`config.mk`:
```
export PLATFORM = sky130hd
export DESIGN_NAME = i2c_adc_readout
export DESIGN_NICKNAME = d
export VERILOG_FILES = /design/src/rtl/i2cr_pkg.sv /design/src/rtl/i2cr_line_sync.sv /design/src/rtl/i2cr_xfer_fsm.sv /design/src/rtl/i2c_adc_readout.sv
export SDC_FILE = /design/constraint.sdc
export NUM_CORES = 1
export LEC_CHECK = 0
export ABC_AREA = 1
export BUFFER_PORTS_ARGS = -buffer_cell sky130_fd_sc_hd__buf_2
export CAP_MARGIN = 20
export CORE_MARGIN = 2
export CORE_UTILIZATION = 40
export CTS_CLUSTER_SIZE = 24
export DETAILED_ROUTE_END_ITERATION = 8
export SLEW_MARGIN = 15
export SYNTH_ARGS = -nofsm -noshare
export SYNTH_HDL_FRONTEND = slang
export SYNTH_SLANG_ARGS = --single-unit
```
`constraint.sdc`:
```
create_clock -name clk -period 1.7 [get_ports clk]
set_clock_uncertainty 0.15 [all_clocks]
set_input_delay 0.34 -clock clk [delete_from_list [all_inputs] [get_ports clk]]
set_output_delay 0.34 -clock clk [all_outputs]
set_load 0.02 [all_outputs]
```
`src/rtl/i2cr_pkg.sv`:
```
package i2cr_pkg;
    typedef enum logic [2:0] {
        ST_IDLE,      // bus free or not addressed
        ST_ADDR,      // shifting in the address byte
        ST_ADDR_ACK,  // driving acknowledge for our address
        ST_TX,        // shifting out a result byte
        ST_TX_ACK,    // sampling the controller's acknowledge
        ST_WAIT       // released, waiting for START or STOP
    } xfer_st_e;
endpackage

```
`src/rtl/i2cr_line_sync.sv`:
```
module i2cr_line_sync #(
    parameter int STAGES = 2
) (
    input  logic clk,
    input  logic rst_n,
    input  logic scl_raw,
    input  logic sda_raw,
    output logic scl_s,
    output logic sda_s,
    output logic scl_rise,
    output logic scl_fall,
    output logic start_det,
    output logic stop_det
);
    typedef struct packed {
        logic [STAGES-1:0] scl_sh;
        logic [STAGES-1:0] sda_sh;
        logic              scl_p;
        logic              sda_p;
    } sync_t;

    sync_t sync_d, sync_q;

    always_comb begin
        sync_d        = sync_q;
        sync_d.scl_sh = {sync_q.scl_sh[STAGES-2:0], scl_raw};
        sync_d.sda_sh = {sync_q.sda_sh[STAGES-2:0], sda_raw};
        sync_d.scl_p  = sync_q.scl_sh[STAGES-1];
        sync_d.sda_p  = sync_q.sda_sh[STAGES-1];
    end

    always_ff @(posedge clk or negedge rst_n) begin
        if (!rst_n) sync_q <= '1;   // idle bus reads high
        else        sync_q <= sync_d;
    end

    assign scl_s     = sync_q.scl_sh[STAGES-1];
    assign sda_s     = sync_q.sda_sh[STAGES-1];
    assign scl_rise  =  scl_s & ~sync_q.scl_p;
    assign scl_fall  = ~scl_s &  sync_q.scl_p;
    assign start_det =  scl_s &  sync_q.scl_p &  sync_q.sda_p & ~sda_s;
    assign stop_det  =  scl_s &  sync_q.scl_p & ~sync_q.sda_p &  sda_s;
endmodule

```
`src/rtl/i2cr_xfer_fsm.sv`:
```
module i2cr_xfer_fsm
    import i2cr_pkg::*;
#(
    parameter logic [3:0] DEV_CODE = 4'b1001,
    parameter int         DATA_W   = 12
) (
    input  logic              clk,
    input  logic              rst_n,
    input  logic              scl_s,
    input  logic              sda_s,
    input  logic              scl_rise,
    input  logic              scl_fall,
    input  logic              start_det,
    input  logic              stop_det,
    input  logic [2:0]        addr_strap,
    input  logic [DATA_W-1:0] conv_result,
    output logic              sda_oe,
    output logic              conv_start
);
    localparam int BYTE_W = 8;
    localparam int CNT_W  = $clog2(BYTE_W + 1);
    localparam int HI_W   = DATA_W - BYTE_W;
    localparam int PAD_W  = BYTE_W - HI_W;       // DATA_W must be 9..15
    localparam logic [CNT_W-1:0] LAST_BIT = CNT_W'(BYTE_W - 1);
    localparam logic [CNT_W-1:0] FULL_CNT = CNT_W'(BYTE_W);

    typedef struct packed {
        xfer_st_e          st;
        logic [CNT_W-1:0]  cnt;
        logic [BYTE_W-1:0] sr;      // address in / data out shifter
        logic [BYTE_W-1:0] lo;      // low byte held for the second beat
        logic              rw;
        logic              lo_sel;  // 1 while the low byte is on the wire
        logic              ack_ok;
        logic              oe;
        logic              conv;
    } fsm_t;

    fsm_t fsm_d, fsm_q;
    logic [BYTE_W-1:0] hi_byte;

    assign hi_byte = {{PAD_W{1'b0}}, conv_result[DATA_W-1:BYTE_W]};

    always_comb begin
        fsm_d      = fsm_q;
        fsm_d.conv = 1'b0;
        if (stop_det) begin
            fsm_d.st = ST_IDLE;
            fsm_d.oe = 1'b0;
        end else if (start_det) begin
            fsm_d.st  = ST_ADDR;
            fsm_d.cnt = '0;
            fsm_d.oe  = 1'b0;
        end else begin
            unique case (fsm_q.st)
                ST_ADDR: begin
                    if (scl_rise) begin
                        fsm_d.sr  = {fsm_q.sr[BYTE_W-2:0], sda_s};
                        fsm_d.cnt = fsm_q.cnt + 1'b1;
                    end else if (scl_fall && fsm_q.cnt == FULL_CNT) begin
                        fsm_d.rw = fsm_q.sr[0];
                        if (fsm_q.sr[BYTE_W-1:1] == {DEV_CODE, addr_strap}) begin
                            fsm_d.st   = ST_ADDR_ACK;
                            fsm_d.oe   = 1'b1;
                            fsm_d.conv = fsm_q.sr[0];
                        end else begin
                            fsm_d.st = ST_WAIT;
                        end
                    end
                end
                ST_ADDR_ACK: begin
                    if (scl_fall) begin
                        if (fsm_q.rw) begin
                            fsm_d.sr     = hi_byte;
                            fsm_d.lo     = conv_result[BYTE_W-1:0];
                            fsm_d.oe     = ~hi_byte[BYTE_W-1];
                            fsm_d.lo_sel = 1'b0;
                            fsm_d.cnt    = '0;
                            fsm_d.st     = ST_TX;
                        end else begin
                            fsm_d.oe = 1'b0;
                            fsm_d.st = ST_WAIT;
                        end
                    end
                end
                ST_TX: begin
                    if (scl_fall) begin
                        if (fsm_q.cnt == LAST_BIT) begin
                            fsm_d.oe     = 1'b0;
                            fsm_d.cnt    = '0;
                            fsm_d.ack_ok = 1'b0;
                            fsm_d.conv   = fsm_q.lo_sel;
                            fsm_d.st     = ST_TX_ACK;
                        end else begin
                            fsm_d.cnt = fsm_q.cnt + 1'b1;
                            fsm_d.sr  = {fsm_q.sr[BYTE_W-2:0], 1'b0};
                            fsm_d.oe  = ~fsm_q.sr[BYTE_W-2];
                        end
                    end
                end
                ST_TX_ACK: begin
                    if (scl_rise) begin
                        fsm_d.ack_ok = ~sda_s;
                    end else if (scl_fall) begin
                        if (!fsm_q.ack_ok) begin
                            fsm_d.oe = 1'b0;
                            fsm_d.st = ST_WAIT;
                        end else if (!fsm_q.lo_sel) begin
                            fsm_d.sr     = fsm_q.lo;
                            fsm_d.oe     = ~fsm_q.lo[BYTE_W-1];
                            fsm_d.lo_sel = 1'b1;
                            fsm_d.st     = ST_TX;
                        end else begin
                            fsm_d.sr     = hi_byte;
                            fsm_d.lo     = conv_result[BYTE_W-1:0];
                            fsm_d.oe     = ~hi_byte[BYTE_W-1];
                            fsm_d.lo_sel = 1'b0;
                            fsm_d.st     = ST_TX;
                        end
                    end
                end
                default: ;
            endcase
        end
    end

    always_ff @(posedge clk or negedge rst_n) begin
        if (!rst_n) begin
            fsm_q    <= '0;
            fsm_q.st <= ST_IDLE;
        end else begin
            fsm_q <= fsm_d;
        end
    end

    assign sda_oe     = fsm_q.oe;
    assign conv_start = fsm_q.conv;

    // STOP leaves the block idle with the line released
    a_r2_stop_to_idle: assert property (@(posedge clk) disable iff (!rst_n)
        stop_det |=> (fsm_q.st == ST_IDLE && !sda_oe));
    // START always restarts address reception
    a_r2_start_to_addr: assert property (@(posedge clk) disable iff (!rst_n)
        (start_det && !stop_det) |=> (fsm_q.st == ST_ADDR));
    // the driven level moves only while SCL is low
    a_r6_oe_moves_scl_low: assert property (@(posedge clk) disable iff (!rst_n)
        !$stable(sda_oe) |-> !scl_s);
    // a conversion request follows a detected SCL fall
    a_r5_conv_after_fall: assert property (@(posedge clk) disable iff (!rst_n)
        conv_start |-> $past(scl_fall));
    // the request lasts one cycle
    a_r5_conv_single: assert property (@(posedge clk) disable iff (!rst_n)
        conv_start |=> !conv_start);
    // released whenever not part of a transfer
    a_r8_release_when_idle: assert property (@(posedge clk) disable iff (!rst_n)
        (fsm_q.st == ST_WAIT || fsm_q.st == ST_IDLE) |-> !sda_oe);
endmodule

```
`src/rtl/i2c_adc_readout.sv`:
```
module i2c_adc_readout #(
    parameter logic [3:0] DEV_CODE    = 4'b1001,
    parameter int         DATA_W      = 12,
    parameter int         SYNC_STAGES = 2
) (
    input  logic              clk,
    input  logic              rst_n,
    input  logic              scl_i,
    input  logic              sda_i,
    output logic              sda_oe,
    input  logic [2:0]        addr_strap,
    output logic              conv_start,
    input  logic [DATA_W-1:0] conv_result
);
    logic scl_s, sda_s, scl_rise, scl_fall, start_det, stop_det;

    i2cr_line_sync #(.STAGES(SYNC_STAGES)) u_sync (
        .clk       (clk),
        .rst_n     (rst_n),
        .scl_raw   (scl_i),
        .sda_raw   (sda_i),
        .scl_s     (scl_s),
        .sda_s     (sda_s),
        .scl_rise  (scl_rise),
        .scl_fall  (scl_fall),
        .start_det (start_det),
        .stop_det  (stop_det)
    );

    i2cr_xfer_fsm #(.DEV_CODE(DEV_CODE), .DATA_W(DATA_W)) u_fsm (
        .clk         (clk),
        .rst_n       (rst_n),
        .scl_s       (scl_s),
        .sda_s       (sda_s),
        .scl_rise    (scl_rise),
        .scl_fall    (scl_fall),
        .start_det   (start_det),
        .stop_det    (stop_det),
        .addr_strap  (addr_strap),
        .conv_result (conv_result),
        .sda_oe      (sda_oe),
        .conv_start  (conv_start)
    );
endmodule

```
==> results of run 1 <==
[worst min path at each step]
stage / start / endpoint / slack, ns / cells past startpoint
2_1_floorplan: rst_n / u_fsm.conv_start / -0.11 / 0
3_3_place_gp: rst_n / u_fsm.fsm_q[26] / 0.13 / 1
3_5_place_dp: rst_n / u_fsm.fsm_q[26] / 0.14 / 1
4_1_cts: conv_result[6] / u_fsm.fsm_q[11] / 0.11 / 3
5_1_grt: conv_result[1] / u_fsm.fsm_q[6] / 0.10 / 3
6_report: conv_result[1] / u_fsm.fsm_q[6] / 0.10 / 3
[worst max-delay path: stages (launching register included)]
cell,delay (ns)
dfrtp_1,0.43
inv_2,0.13
nand3_4,0.12
nand2_4,0.12
inv_8,0.05
nor2_4,0.10
nor3b_4,0.25
buf_2,0.20
o21ai_1,0.06
[flip-flops by register name, indices dropped and copies added, names as in the netlist]
register	cells
u_fsm.sda_oe	1
u_fsm.fsm_q	26
u_fsm.conv_start	1
u_sync.scl_s	1
u_sync.sync_q	2
u_sync.sda_s	1
u_sync.sync_d	2
[layer usage]
metal / global-route usage, % / vias to the layer above
met5: 0 / -
met1: 30.5 / 905
met2: 29.0 / 35
li1: - / 999
met3: 4.70 / 6
met4: 3.70 / 0
[metrics by stage]
stage               hold WS (ns)  TNS [ns]  power [mW]
floorplan                 -0.106         0        2.61
global placement           0.132    -0.559        3.28
detailed placement         0.136    -0.413        3.32
CTS                        0.105    -0.310        4.11
global route               0.102     -1.61        4.97
finish                     0.100    -0.146        4.58
[cells by family (layout without fill, tap and decap cells)]
kind of cell,count (synthesis),in the layout,synth area share (%)
and+or+nand+nor,153,154,34.9
buffers and inverters,45,120,9.21
DFF,34,34,44.8
AOI/OAI and AO/OA,33,33,9.73
adders and majority gates,2,2,1.31
[power by group through the flow]
stage / combinational [mW] / clock, mW / sequential (mW)
after global routing: 2.89 / 0.679 / 1.39
after floorplan: 1.30 / 0 / 1.31
final: 2.61 / 0.616 / 1.36
after CTS: 2.13 / 0.635 / 1.34
after global placement: 1.95 / 0 / 1.34
after detailed placement: 1.97 / 0 / 1.35
[area by class of cell]
type / count / area [um^2]
inverter: 44 / 178
sequential: 34 / 860
fill: 439 / 1870
timing repair buffer: 68 / 497
clock inverter: 1 / 5.00
tap: 54 / 67.6
multi-input combinational: 189 / 1100
clock buffer: 7 / 86.3
[cells in the final DEF, fill, tap and decap left out, drive strengths merged, types with 2 or more instances in the layout]
cell type / netlist / layout
o21ai: 20 / 20
nand3: 26 / 26
nor2: 22 / 22
dfrtp: 28 / 28
ha: 2 / 2
a21oi: 8 / 8
o32ai: 2 / 2
clkbuf: 0 / 7
buf: 1 / 65
dfstp: 6 / 6
inv: 44 / 44
dlygate4sd3: 0 / 3
nand4: 5 / 5
nand2: 97 / 98
[timing repair]
| action | in CTS | in global routing |
|---|---|---|
| gates resized for setup | 18 | 67 |
| pin swaps | 2 | 14 |
| endpoints found under the hold margin | 16 | 0 |
| hold buffers | 3 | 0 |
| buffers inserted | 7 | 10 |
| gates cloned | 1 | 2 |
| endpoints found under the setup margin | 25 | 28 |
==> flow_results.xml, run 1 <==
<?xml version="1.0" encoding="UTF-8"?>
<metrics>
  <group name="outcome">
    <metric name="outcome" unit="">complete, but fails checks</metric>
    <metric name="failed_checks" unit="">negative setup slack</metric>
  </group>
  <group name="logic_synthesis">
    <metric name="synth_nets" unit="">288</metric>
    <metric name="synth_top_cell_area_share" unit="%">36.6</metric>
    <metric name="synth.ff_latch_count" unit="">34</metric>
    <metric name="post-synth-top-count-cell" unit="">nand2_1</metric>
    <metric name="yosys-top-cells-area" unit="">dfrtp_1, nand2_1, dfstp_2</metric>
    <metric name="synth.cells.most_frequent" unit="">nand2_1, inv_1, dfrtp_1</metric>
    <metric name="avg_cell_area_syn" unit="um^2">7.17</metric>
    <metric name="synth-async-reset-ratio" unit="%">100</metric>
    <metric name="syn-cell-area" unit="um^2">1920</metric>
    <metric name="synth-seq-area-share" unit="%">44.8</metric>
    <metric name="syn_inst" unit="">267</metric>
    <metric name="yosys_most_used_dff" unit="">dfrtp_1</metric>
    <metric name="yosys_warnings" unit="">0</metric>
    <metric name="top_cell_type_by_total_area_after_synthesis" unit="">dfrtp_1</metric>
    <metric name="synth_edf_count" unit="">0</metric>
    <metric name="synth_cell_types" unit="">26</metric>
  </group>
  <group name="cells_and_area">
    <metric name="finalNetCount" unit="">363</metric>
    <metric name="diodes" unit="">0</metric>
    <metric name="postLayoutCellArea" unit="um^2">2790</metric>
    <metric name="postLayoutCoreUtil" unit="%">59.9</metric>
    <metric name="final_layout_size_suffix_gt1_share" unit="%">42.0</metric>
    <metric name="fin_cells" unit="">397</metric>
    <metric name="layout-area-overhead-vs-synth" unit="%">45.7</metric>
  </group>
  <group name="routing">
    <metric name="detail_route.wirelength" unit="um">5010</metric>
    <metric name="vias" unit="">1945</metric>
    <metric name="met2_wirelength" unit="um">2290</metric>
    <metric name="drt-pass1-iter-count" unit="">4</metric>
    <metric name="drt_iter0_drc" unit="">147</metric>
    <metric name="post_drt_via_cell_ratio" unit="">4.90</metric>
    <metric name="top_layer" unit="">met4</metric>
    <metric name="avgRoutedWirePerCell" unit="um">12.6</metric>
    <metric name="routed_length_on_met3" unit="um">154</metric>
    <metric name="drtAntennaViolNets" unit="">0</metric>
    <metric name="total_routed_wire_length_on_the_met1_layer" unit="um">2530</metric>
    <metric name="drc" unit="">0</metric>
  </group>
  <group name="power_and_ir_drop">
    <metric name="clkPwrFrac" unit="%">13.4</metric>
    <metric name="p_leak" unit="nW">1.46</metric>
    <metric name="power.internal" unit="mW">2.58</metric>
    <metric name="vdd_drop_max" unit="uV">618</metric>
    <metric name="p_switching" unit="mW">2.00</metric>
    <metric name="power.switching_fraction" unit="%">43.6</metric>
    <metric name="cellPowerDensity" unit="nW/um^2">1640</metric>
    <metric name="combinational_cell_fraction_of_total_power" unit="%">56.9</metric>
    <metric name="p_seq_share" unit="%">29.6</metric>
  </group>
  <group name="worst_setup_path">
    <metric name="rr_startpoint" unit="">u_fsm.fsm_q[25]</metric>
    <metric name="worst_r2r_path_depth" unit="">8</metric>
    <metric name="worst_setup_path_start_kind" unit="">register</metric>
    <metric name="arrival" unit="ns">1.75</metric>
    <metric name="worstSetupEndpointType" unit="">register</metric>
    <metric name="critical_path.endpoint" unit="">u_fsm.fsm_q[12]</metric>
    <metric name="timing.critical_path.fanout_max" unit="">5</metric>
    <metric name="r2r_slack" unit="ns">-0.04</metric>
    <metric name="timing.critical_path.required" unit="ns">1.72</metric>
    <metric name="timing.critical_path.from" unit="">u_fsm.fsm_q[25]</metric>
    <metric name="timing.setup.critical_path_class" unit="">reg2reg</metric>
    <metric name="regToRegEndpoint" unit="">u_fsm.fsm_q[12]</metric>
  </group>
  <group name="timing">
    <metric name="timing.final.setup_violations" unit="">7</metric>
    <metric name="grt_setup_unrepaired" unit="">true</metric>
    <metric name="min_period_over_period" unit="%">102</metric>
    <metric name="slew_headroom" unit="%">74.8</metric>
    <metric name="max_slew.worst_pin.slew" unit="ns">0.379</metric>
    <metric name="timing.final.hold_violations" unit="">0</metric>
    <metric name="final_critical_path_setup_slack" unit="ns">-0.0372</metric>
    <metric name="finalMaxSlewViolations" unit="">0</metric>
    <metric name="fmaxAchievable" unit="MHz">576</metric>
    <metric name="min_period" unit="ns">1.74</metric>
  </group>
  <group name="clock_tree">
    <metric name="maximum_number_of_buffers_from_clock_root_to_sink" unit="">2</metric>
    <metric name="clkSinkCount" unit="">34</metric>
    <metric name="clock_tree.htree_level_count" unit="">2</metric>
    <metric name="cts.clk_slew.worst_paths" unit="ns">0.08</metric>
    <metric name="tritoncts" unit="">built</metric>
    <metric name="clk_latency" unit="ns">0.29</metric>
    <metric name="tritoncts.num_buffers" unit="">5</metric>
    <metric name="clock_tree.root_cell" unit="">clkbuf_8</metric>
  </group>
  <group name="die">
    <metric name="initial_core_utilization" unit="%">41.1</metric>
    <metric name="num_io_pins" unit="">21</metric>
    <metric name="dieHeight" unit="um">73.2</metric>
    <metric name="core_area" unit="um^2">4660</metric>
    <metric name="chipWidth" unit="um">73.2</metric>
    <metric name="die_area" unit="um^2">5360</metric>
    <metric name="core.rowCount" unit="">25</metric>
  </group>
  <group name="placement">
    <metric name="detailed_place.area" unit="um^2">2320</metric>
    <metric name="post-place-ws" unit="ns">-0.0725</metric>
    <metric name="dp.final_hpwl" unit="um">3610</metric>
    <metric name="gp_congestion" unit="">0.925</metric>
    <metric name="place_inst" unit="">368</metric>
    <metric name="port-buffer-count" unit="">20</metric>
  </group>
  <group name="grt">
    <metric name="maximum_number_of_pins_on_one_net_before_global_route_repair" unit="">21</metric>
    <metric name="grt_pass1_wl" unit="um">8290</metric>
    <metric name="grt_antenna_before_repair" unit="">0</metric>
    <metric name="gr-usage-all-layers" unit="%">20.0</metric>
    <metric name="global_route.overflow_total" unit="">0</metric>
    <metric name="number_of_global_route_vias_before_repair" unit="">1768</metric>
  </group>
  <group name="worst_hold_path">
    <metric name="hold_path.class" unit="">in2reg</metric>
  </group>
  <group name="job">
    <metric name="cap_violations" unit="">0</metric>
  </group>
</metrics>
No activity file was read; power rests on OpenSTA's default activity.
==> run 2: changes to the inputs <==
==> constraint.sdc (replaced) <==
create_clock -name clk -period 1.8 [get_ports clk]
set_clock_uncertainty 0.15 [all_clocks]
set_input_delay 0.36 -clock clk [delete_from_list [all_inputs] [get_ports clk]]
set_output_delay 0.36 -clock clk [all_outputs]
set_load 0.02 [all_outputs]
==> flow_results.xml, run 2 (synthesized netlist as in run 1, its figures left out) <==
<?xml version="1.0" encoding="UTF-8"?>
<metrics>
  <group name="grt">
    <metric name="grt_pass1_wl" unit="um">7930</metric>
    <metric name="gr-usage-all-layers" unit="%">19.3</metric>
    <metric name="global_route.overflow_total" unit="">0</metric>
    <metric name="maximum_number_of_pins_on_one_net_before_global_route_repair" unit="">19</metric>
    <metric name="number_of_global_route_vias_before_repair" unit="">1742</metric>
    <metric name="grt_antenna_before_repair" unit="">0</metric>
  </group>
  <group name="worst_setup_path">
    <metric name="timing.critical_path.required" unit="ns">1.87</metric>
    <metric name="timing.critical_path.fanout_max" unit="">8</metric>
    <metric name="worst_r2r_path_depth" unit="">9</metric>
    <metric name="arrival" unit="ns">1.81</metric>
    <metric name="worstSetupEndpointType" unit="">register</metric>
    <metric name="regToRegEndpoint" unit="">u_fsm.fsm_q[12]</metric>
    <metric name="worst_setup_path_start_kind" unit="">register</metric>
    <metric name="r2r_slack" unit="ns">0.06</metric>
    <metric name="rr_startpoint" unit="">u_fsm.fsm_q[25]</metric>
    <metric name="timing.setup.critical_path_class" unit="">reg2reg</metric>
  </group>
  <group name="clock_tree">
    <metric name="clock_tree.htree_level_count" unit="">2</metric>
    <metric name="tritoncts" unit="">built</metric>
    <metric name="tritoncts.num_buffers" unit="">5</metric>
    <metric name="clkSinkCount" unit="">34</metric>
    <metric name="cts.clk_slew.worst_paths" unit="ns">0.07</metric>
    <metric name="clk_latency" unit="ns">0.29</metric>
    <metric name="clock_tree.root_cell" unit="">clkbuf_8</metric>
    <metric name="maximum_number_of_buffers_from_clock_root_to_sink" unit="">2</metric>
  </group>
  <group name="cells_and_area">
    <metric name="most_common_library_cell_in_the_layout_ignoring_fill_and_taps" unit="">nand2_1</metric>
    <metric name="diodes" unit="">0</metric>
    <metric name="max_ffs_per_register" unit="">26</metric>
    <metric name="fill_cells" unit="">461</metric>
    <metric name="postLayoutCoreUtil" unit="%">57.5</metric>
    <metric name="top_register" unit="">u_fsm.fsm_q</metric>
    <metric name="layout_common_cells" unit="">nand2_1, buf_4, inv_1, dfrtp_1, nand3_1</metric>
    <metric name="sequential_cell_area" unit="um^2">861</metric>
    <metric name="finalNetCount" unit="">357</metric>
    <metric name="multiInputGateArea" unit="um^2">1000</metric>
    <metric name="layout-area-overhead-vs-synth" unit="%">39.8</metric>
    <metric name="final_layout_size_suffix_gt1_share" unit="%">33.8</metric>
  </group>
  <group name="routing">
    <metric name="drt-pass1-iter-count" unit="">4</metric>
    <metric name="drt_iter0_drc" unit="">108</metric>
    <metric name="drc" unit="">0</metric>
    <metric name="drtAntennaViolNets" unit="">0</metric>
    <metric name="post_drt_via_cell_ratio" unit="">4.84</metric>
    <metric name="detail_route.wirelength" unit="um">4890</metric>
    <metric name="vias" unit="">1891</metric>
    <metric name="avgRoutedWirePerCell" unit="um">12.5</metric>
  </group>
  <group name="timing">
    <metric name="slew_headroom" unit="%">73.0</metric>
    <metric name="max_slew.worst_pin.slew" unit="ns">0.406</metric>
    <metric name="timing.final.hold_violations" unit="">0</metric>
    <metric name="finalMaxSlewViolations" unit="">0</metric>
    <metric name="hold_ws" unit="ns">0.0158</metric>
    <metric name="fmaxAchievable" unit="MHz">574</metric>
    <metric name="min_period_over_period" unit="%">96.8</metric>
    <metric name="grt_setup_unrepaired" unit="">true</metric>
    <metric name="min_period" unit="ns">1.74</metric>
    <metric name="timing.final.setup_violations" unit="">0</metric>
  </group>
  <group name="power_and_ir_drop">
    <metric name="vdd_drop_max" unit="uV">687</metric>
    <metric name="p_switching" unit="mW">1.80</metric>
    <metric name="clkPwrFrac" unit="%">16.2</metric>
    <metric name="combinational_cell_fraction_of_total_power" unit="%">53.6</metric>
    <metric name="power.switching_fraction" unit="%">42.2</metric>
    <metric name="p_leak" unit="nW">1.41</metric>
    <metric name="power.internal" unit="mW">2.46</metric>
    <metric name="cellPowerDensity" unit="nW/um^2">1590</metric>
    <metric name="p_seq_share" unit="%">30.1</metric>
  </group>
  <group name="die">
    <metric name="die_area" unit="um^2">5360</metric>
    <metric name="num_io_pins" unit="">21</metric>
    <metric name="chipWidth" unit="um">73.2</metric>
    <metric name="core_area" unit="um^2">4660</metric>
    <metric name="core.rowCount" unit="">25</metric>
    <metric name="initial_core_utilization" unit="%">41.1</metric>
    <metric name="dieHeight" unit="um">73.2</metric>
  </group>
  <group name="worst_hold_path">
    <metric name="hold_path.class" unit="">in2reg</metric>
    <metric name="holdPathEnd" unit="">u_sync.sync_d[5]</metric>
    <metric name="worst_hold_startpoint" unit="">scl_i</metric>
    <metric name="holdPathStages" unit="">1</metric>
  </group>
  <group name="placement">
    <metric name="gp_congestion" unit="">0.920</metric>
    <metric name="dp.final_hpwl" unit="um">3630</metric>
    <metric name="port-buffer-count" unit="">20</metric>
  </group>
  <group name="outcome">
    <metric name="outcome" unit="">finished clean</metric>
  </group>
  <group name="job">
    <metric name="cap_violations" unit="">0</metric>
  </group>
</metrics>
[run 2: power by group through the flow]
stage               logic [mW]  registers (mW)  clock network [mW]
floorplan                 1.21            1.23                   0
global placement          1.84            1.26                   0
detailed placement        1.85            1.27                   0
CTS                       1.88            1.26               0.712
global route              2.57            1.32               0.753
finish                    2.28            1.28               0.692
[run 2: worst max path at each step]
stage / start / end / cells after the start
CTS: u_fsm.fsm_q[27] / u_fsm.fsm_q[24] / 10
floorplan: u_sync.scl_s / u_fsm.fsm_q[26] / 11
finish: u_fsm.fsm_q[25] / u_fsm.fsm_q[12] / 9
detailed placement: u_sync.scl_s / u_fsm.fsm_q[24] / 7
global placement: u_sync.sda_s / u_fsm.fsm_q[26] / 11
global route: u_fsm.fsm_q[25] / u_fsm.fsm_q[11] / 10
[run 2: per-layer routing]
metal,global-route usage (%),vias up,share of wire (%)
li1,-,981,-
met1,27.5,860,48
met2,28.2,43,45
met3,5.52,7,5.5
met4,6.17,0,1.3
met5,0,-,0
[run 2: timing repair]
action | CTS | global route
setup buffers | 0 | 10
pin swaps | 0 | 8
endpoints found under the hold margin | 10 | 1
endpoints found under the setup margin | 5 | 28
gates cloned | 0 | 2
hold buffers | 1 | 1
resized for setup | 2 | 47
[run 2: through the flow]
stage	std cells	setup TNS [ns]	instance area (um^2)	setup WS (ns)	total power, mW
after floorplan	267	0	1920	0.0574	2.44
after global placement	369	-0.101	2310	-0.0422	3.11
after detailed placement	369	-0.0159	2310	-0.00827	3.12
after CTS	378	-0.0110	2440	-0.00841	3.84
after global routing	391	-0.310	2680	-0.0432	4.64
final	391	0	2680	0.0583	4.26
[run 2: layout make-up]
cell class | count | area share (%)
clock buffers | 6 | 2.71
clock inverters | 2 | 1.40
inverters | 44 | 6.45
multi-input cells | 189 | 37.4
flip-flops and latches | 34 | 32.1
well taps | 54 | 2.52
repair buffers | 62 | 17.4
[run 2: worst max-delay path: stages, from the launching register on]
cell and delay (ns):
dfrtp_1 0.42, inv_2 0.13, nand3_4 0.12, nand2_2 0.11
inv_4 0.06, nor2_4 0.08, nor3b_4 0.29, clkbuf_16 0.22
nand2_2 0.04, o21ai_1 0.06
